## config.mk

```make
export PLATFORM = sky130hd
export DESIGN_NAME = calc_core
export DESIGN_NICKNAME = d
export VERILOG_FILES = /design/src/rtl/calc_pkg.sv /design/src/rtl/calc_seq.sv /design/src/rtl/calc_divarray.sv /design/src/rtl/calc_alu.sv /design/src/rtl/calc_core.sv
export SDC_FILE = /design/constraint.sdc
export NUM_CORES = 1
export LEC_CHECK = 0
export BUFFER_PORTS_ARGS = -buffer_cell sky130_fd_sc_hd__buf_2
export CAP_MARGIN = 20
export CORE_AREA = 2 2 109 111
export DETAILED_ROUTE_END_ITERATION = 16
export DIE_AREA = 0 0 111 113
export GPL_TIMING_DRIVEN = 0
export PLACE_DENSITY = 0.68
export SKIP_CTS_REPAIR_TIMING = 1
export SYNTH_ARGS = -nofsm -noshare
export SYNTH_HDL_FRONTEND = slang
export SYNTH_SLANG_ARGS = --single-unit
```

## constraint.sdc

```tcl
create_clock -name clk -period 39.5 [get_ports clk]
set_input_delay 7.9 -clock clk [delete_from_list [all_inputs] [get_ports clk]]
set_output_delay 7.9 -clock clk [all_outputs]
set_load 0.03 [all_outputs]
```

## src/rtl/calc_pkg.sv

```systemverilog
package calc_pkg;

  typedef enum logic [1:0] {
    OP_ADD = 2'b00,
    OP_SUB = 2'b01,
    OP_MUL = 2'b10,
    OP_DIV = 2'b11
  } calc_op_e;

  typedef enum logic [1:0] {
    ST_WAIT_A  = 2'b00,
    ST_WAIT_B  = 2'b01,
    ST_WAIT_OP = 2'b10,
    ST_SHOW    = 2'b11
  } calc_st_e;

endpackage

```

## src/rtl/calc_seq.sv

```systemverilog
module calc_seq
  import calc_pkg::*;
#(
  parameter int W = 4
) (
  input  logic         clk,
  input  logic         rst_n,
  input  logic         clr,
  input  logic         ent_stb,
  input  logic [W-1:0] ent_val,
  input  logic [1:0]   ent_op,
  output logic [W-1:0] a_q,
  output logic [W-1:0] b_q,
  output calc_op_e     op_q,
  output calc_st_e     st,
  output logic         evt_a,
  output logic         evt_b,
  output logic         evt_op
);

  // accepted entry events; clear wins over any strobe
  assign evt_a  = ent_stb && !clr && (st == ST_WAIT_A || st == ST_SHOW);
  assign evt_b  = ent_stb && !clr && (st == ST_WAIT_B);
  assign evt_op = ent_stb && !clr && (st == ST_WAIT_OP);

  always_ff @(posedge clk or negedge rst_n) begin
    if (!rst_n) begin
      st   <= ST_WAIT_A;
      a_q  <= '0;
      b_q  <= '0;
      op_q <= OP_ADD;
    end else if (clr) begin
      st <= ST_WAIT_A;
    end else begin
      if (evt_a) begin
        a_q <= ent_val;
        st  <= ST_WAIT_B;
      end
      if (evt_b) begin
        b_q <= ent_val;
        st  <= ST_WAIT_OP;
      end
      if (evt_op) begin
        op_q <= calc_op_e'(ent_op);
        st   <= ST_SHOW;
      end
    end
  end

endmodule

```

## src/rtl/calc_divarray.sv

```systemverilog
module calc_divarray #(
  parameter int W = 4
) (
  input  logic [W-1:0] dvd,
  input  logic [W-1:0] dvs,
  output logic [W-1:0] quo,
  output logic [W-1:0] rem,
  output logic         by_zero,
  output logic         resolved
);

  localparam int N = 1 << W;

  logic [N:0][W-1:0] run_v;
  logic [N:0][W-1:0] run_q;
  logic [N:0][W-1:0] run_r;
  logic [N:0]        stop;

  assign run_v[0] = dvd;
  assign run_q[0] = '0;
  assign run_r[0] = '0;
  assign stop[0]  = 1'b0;

  for (genvar i = 0; i < N; i++) begin : g_stage
    localparam logic [W-1:0] IDX = W'(i);
    logic hit;
    assign hit          = !stop[i] && (run_v[i] < dvs);
    assign stop[i+1]    = stop[i] | hit;
    assign run_v[i+1]   = (stop[i] | hit) ? run_v[i] : run_v[i] - dvs;
    assign run_q[i+1]   = hit ? IDX : run_q[i];
    assign run_r[i+1]   = hit ? run_v[i] : run_r[i];
  end

  // zero divisor never meets the stop test: handled outside the chain
  assign by_zero  = (dvs == '0);
  assign resolved = stop[N] | by_zero;
  assign quo      = by_zero ? '1  : run_q[N];
  assign rem      = by_zero ? dvd : run_r[N];

endmodule

```

## src/rtl/calc_alu.sv

```systemverilog
module calc_alu
  import calc_pkg::*;
#(
  parameter int W = 4
) (
  input  logic [W-1:0]   a,
  input  logic [W-1:0]   b,
  input  calc_op_e       op,
  output logic [2*W-1:0] res,
  output logic [W-1:0]   rem,
  output logic           borrow,
  output logic           dz,
  output logic           div_done
);

  localparam int RW = 2 * W;

  function automatic logic [RW-1:0] f_add(input logic [W-1:0] x, input logic [W-1:0] y);
    logic [W:0] s;
    s = {1'b0, x} + {1'b0, y};
    return RW'(s);
  endfunction

  function automatic logic [W:0] f_sub(input logic [W-1:0] x, input logic [W-1:0] y);
    logic [W:0] d;
    d = {1'b0, x} - {1'b0, y};
    return d;   // d[W] is the borrow
  endfunction

  function automatic logic [RW-1:0] f_mul(input logic [W-1:0] x, input logic [W-1:0] y);
    return RW'(x) * RW'(y);
  endfunction

  logic [W-1:0] d_quo, d_rem;
  logic         d_zero;
  logic [W:0]   sub_w;

  calc_divarray #(.W(W)) u_div (
    .dvd      (a),
    .dvs      (b),
    .quo      (d_quo),
    .rem      (d_rem),
    .by_zero  (d_zero),
    .resolved (div_done)
  );

  assign sub_w = f_sub(a, b);

  always_comb begin
    res    = '0;
    rem    = '0;
    borrow = 1'b0;
    dz     = 1'b0;
    unique case (op)
      OP_ADD: res = f_add(a, b);
      OP_SUB: begin
        res    = RW'(sub_w[W-1:0]);
        borrow = sub_w[W];
      end
      OP_MUL: res = f_mul(a, b);
      OP_DIV: begin
        res = RW'(d_quo);
        rem = d_rem;
        dz  = d_zero;
      end
      default: res = '0;
    endcase
  end

endmodule

```

## src/rtl/calc_core.sv

```systemverilog
module calc_core
  import calc_pkg::*;
#(
  parameter int W = 4
) (
  input  logic           clk,
  input  logic           rst_n,
  input  logic           clr,
  input  logic           ent_stb,
  input  logic [W-1:0]   ent_val,
  input  logic [1:0]     ent_op,
  output logic [2*W-1:0] res,
  output logic [W-1:0]   rem_out,
  output logic           res_valid,
  output logic           borrow,
  output logic           div_zero
);

  logic [W-1:0]   a_q, b_q;
  calc_op_e       op_q;
  calc_st_e       st;
  logic           evt_a, evt_b, evt_op;
  logic [2*W-1:0] alu_res;
  logic [W-1:0]   alu_rem;
  logic           alu_borrow, alu_dz, div_done;
  calc_op_e       op_now;

  calc_seq #(.W(W)) u_seq (
    .clk     (clk),
    .rst_n   (rst_n),
    .clr     (clr),
    .ent_stb (ent_stb),
    .ent_val (ent_val),
    .ent_op  (ent_op),
    .a_q     (a_q),
    .b_q     (b_q),
    .op_q    (op_q),
    .st      (st),
    .evt_a   (evt_a),
    .evt_b   (evt_b),
    .evt_op  (evt_op)
  );

  // compute with the operation being strobed in, so the answer lands on that edge
  assign op_now = calc_op_e'(ent_op);

  calc_alu #(.W(W)) u_alu (
    .a        (a_q),
    .b        (b_q),
    .op       (op_now),
    .res      (alu_res),
    .rem      (alu_rem),
    .borrow   (alu_borrow),
    .dz       (alu_dz),
    .div_done (div_done)
  );

  always_ff @(posedge clk or negedge rst_n) begin
    if (!rst_n) begin
      res       <= '0;
      rem_out   <= '0;
      res_valid <= 1'b0;
      borrow    <= 1'b0;
      div_zero  <= 1'b0;
    end else if (clr) begin
      res       <= '0;
      rem_out   <= '0;
      res_valid <= 1'b0;
      borrow    <= 1'b0;
      div_zero  <= 1'b0;
    end else if (evt_op) begin
      res       <= alu_res;
      rem_out   <= alu_rem;
      res_valid <= 1'b1;
      borrow    <= alu_borrow;
      div_zero  <= alu_dz;
    end else if (evt_a) begin
      res_valid <= 1'b0;
      borrow    <= 1'b0;
      div_zero  <= 1'b0;
    end
  end

endmodule

```

==> impl_metrics.csv <==
group,metric,value,unit
synthesis,ys_seq_elements,25,
grt,grt_pass1_vias,5466,
synthesis,synthTopCellsByArea,"ha_1 19%, dfrtp_1 12%, fa_1 7.5%",
cts,cts.sinks,25,
routing,drtAntennaViolNets,0,
hold_path,whs_path_depth,2,
routing,vias_per_cell,6.17,
timing,setup_viol,0,
cts,htreeDepth,1,
routing,drc,0,
timing,fin_crit,31.00,ns
grt,grt_use_total,24.4,%
floorplan,dieArea,12500,um^2
timing,setup_tns,0,ns
routing,drt_iter0_markers,351,
critical_path,start_kind,"register",
synthesis,yosys-top-cells-count,"81 x ha_1, 74 x nand2_1, 71 x a21oi_1, 71 x nor2_1, 56 x o21ai_0",
synthesis,yosysSeqAreaShare,11.7,%
place,hpwl,12100,um
synthesis,syn-num-nets,815,
critical_path,r2r_end,"res[3]$_DFFE_PN0P_",
synthesis,synth_cells,704,
synthesis,yosysWarnings,0,
cts,numCtsBuffers,3,
cts,clk_pin_slew,0.06,ns
layout,drive_above_1_share,7.80,%
critical_path,rr_worst_depth,116,
floorplan,start_util,47.4,%
cts,clockBufferDepth,2,
critical_path,worstPathBufferInverterCount,9,
synthesis,syn_avg_cell_area,7.58,um^2
timing,fmax,0.0323,GHz
synthesis,synth_top_area_share,19.0,%
timing,finClkSkew,0.00200,ns
layout,fin_nets,843,
critical_path,worstPathMaxFanout,18,
hold_path,hold_path_class,"reg -> reg",
critical_path,endpoint_kind,"register",
critical_path,arrival,31.11,ns
synthesis,synth_most_common_cell,"ha_1",
synthesis,synth_top_area_cell,"ha_1",
synthesis,synth_edf_count,0,
cts,clk_latency,0.26,ns
layout,fill_cells,1111,
grt,grt_pass1_wl,25600,um
synthesis,synthFlopType,"dfrtp_1",
hold_path,hold-path-endpoint,"res_valid$_DFFE_PN0P_",
timing,grt_setup_unrepaired,"no",
synthesis,synth.distinct_cells,64,
place,gp_congestion,0.933,
synthesis,async_reset_ff_share,100,%
place,portBuffers,22,
synthesis,netlist_area,5340,um^2
critical_path,ff2ff_setup_slack,8.50,ns
grt,antenna_found_initial,0,
timing,worst_pin_slew,0.921,ns
timing,relSlewSlack,38.6,%
critical_path,required,39.62,ns
routing,vias,5390,
grt,grt_max_degree,26,
run_status,status,"completed",
critical_path,slowest_stage,"inv_1",
critical_path,slowest_delay,0.66,ns
floorplan,die_w,111,um
timing,fin_crit_sh,78.5,%
timing,hold_viol_final,0,
layout,antenna_cells,0,
grt,grt_overflow,0,
critical_path,cp_top_family,"compound AO/OA/AOI/OAI gates",
routing,dr.pass1.iters,6,
routing,routed_wl,15200,um
cts,cts-root-buf,"clkbuf_16",
floorplan,fp.coreArea,11300,um^2
hold_path,min_from,"res_valid$_DFFE_PN0P_",
floorplan,ios,25,
critical_path,cp_common_cell,"fa_1",
critical_path,reg2reg_from,"u_seq.b_q[1]$_DFFE_PN0P_",
cts,tritoncts,"built",
critical_path,crit_type,"reg -> reg",
run,cap_violations,0,
floorplan,die_height,113,um
routing,drt-wirelength-per-cell,17.4,um
floorplan,rows,39,
timing,slew_viol_final,0,
layout,syn_to_final_growth,7.41,%
## worst max-delay path by stage
| stage | startpoint | endpoint | slack [ns] | depth (start not counted) |
|---|---|---|---|---|
| finish | u_seq.b_q[1]$_DFFE_PN0P_ | res[3]$_DFFE_PN0P_ | 8.50 | 116 |
| detailed placement | u_seq.b_q[1]$_DFFE_PN0P_ | res[0]$_DFFE_PN0P_ | 8.85 | 116 |
| global placement | u_seq.b_q[1]$_DFFE_PN0P_ | res[0]$_DFFE_PN0P_ | 8.62 | 116 |
| CTS | u_seq.b_q[1]$_DFFE_PN0P_ | res[0]$_DFFE_PN0P_ | 8.79 | 116 |
| floorplan | u_seq.b_q[1]$_DFFE_PN0P_ | res[0]$_DFFE_PN0P_ | 13.61 | 116 |
| global route | u_seq.b_q[1]$_DFFE_PN0P_ | res[3]$_DFFE_PN0P_ | 6.07 | 116 |
## state kept, by name, summed over array words and instances, names as in the netlist
signal     count
res            8
rem_out        4
u_seq.a_q      4
u_seq.b_q      4
u_seq.st       2
borrow         1
div_zero       1
res_valid      1
## cells in the final DEF, fill, tap and decap left out, types with 20 or more instances in the layout
cell type / instances
fa_1: 20
a21o_1: 21
nand2_1: 74
nand2b_1: 21
inv_1: 47
a21oi_1: 71
nand3_1: 23
o21ai_0: 56
nor2_1: 71
dfrtp_1: 25
buf_2: 26
ha_1: 81
## kinds of logic (layout without fill, tap and decap cells)
kind of cell,count (synthesis),count (layout),synth area share [%]
buffers and inverters,60,87,4.38
adders and majority gates,101,101,26.5
AOI/OAI and AO/OA,222,222,25.5
xor gates and xnor gates,30,30,4.92
and+or+nand+nor,243,243,22.3
muxes,23,23,4.66
DFF,25,25,11.7
## final cells by class
class,instances,area (um^2),area share (%)
timing repair buffer,23,138,2.40
buffer,12,53.8,0.938
sequential,25,626,10.9
inverter,48,180,3.14
multi-input combinational,619,4480,78.1
tap,143,179,3.12
clock buffer,4,78.8,1.37
## metal layers
metal / wire, um / vias to the layer above / GRT usage [%]
met5: 0 / - / 0
met4: 467 / 0 / 9.33
met3: 737 / 39 / 2.20
met2: 7310 / 184 / 43.3
met1: 6710 / 2556 / 30.8
li1: - / 2611 / -
## metrics by stage
stage               area, um^2  std cells  setup slack [ns]  hold slack [ns]  util, %
finish                    5730        874              8.50            0.479     50.9
global route              5730        874              6.07            0.490     50.9
CTS                       5730        874              8.79            0.479     50.9
detailed placement        5660        870              8.85            0.465     50.2
global placement          5630        869              8.62            0.456     49.9
floorplan                 5340        704             13.61            0.516        -
## tightest hold or removal path, cell delays in order, from the launching register on
cell,delay [ns]
dfrtp_1,0.34
nand2_1,0.05
nand2_1,0.05
Power is not shown: default switching activity piles up to over one toggle a cycle in this logic, so the estimate is an artifact.
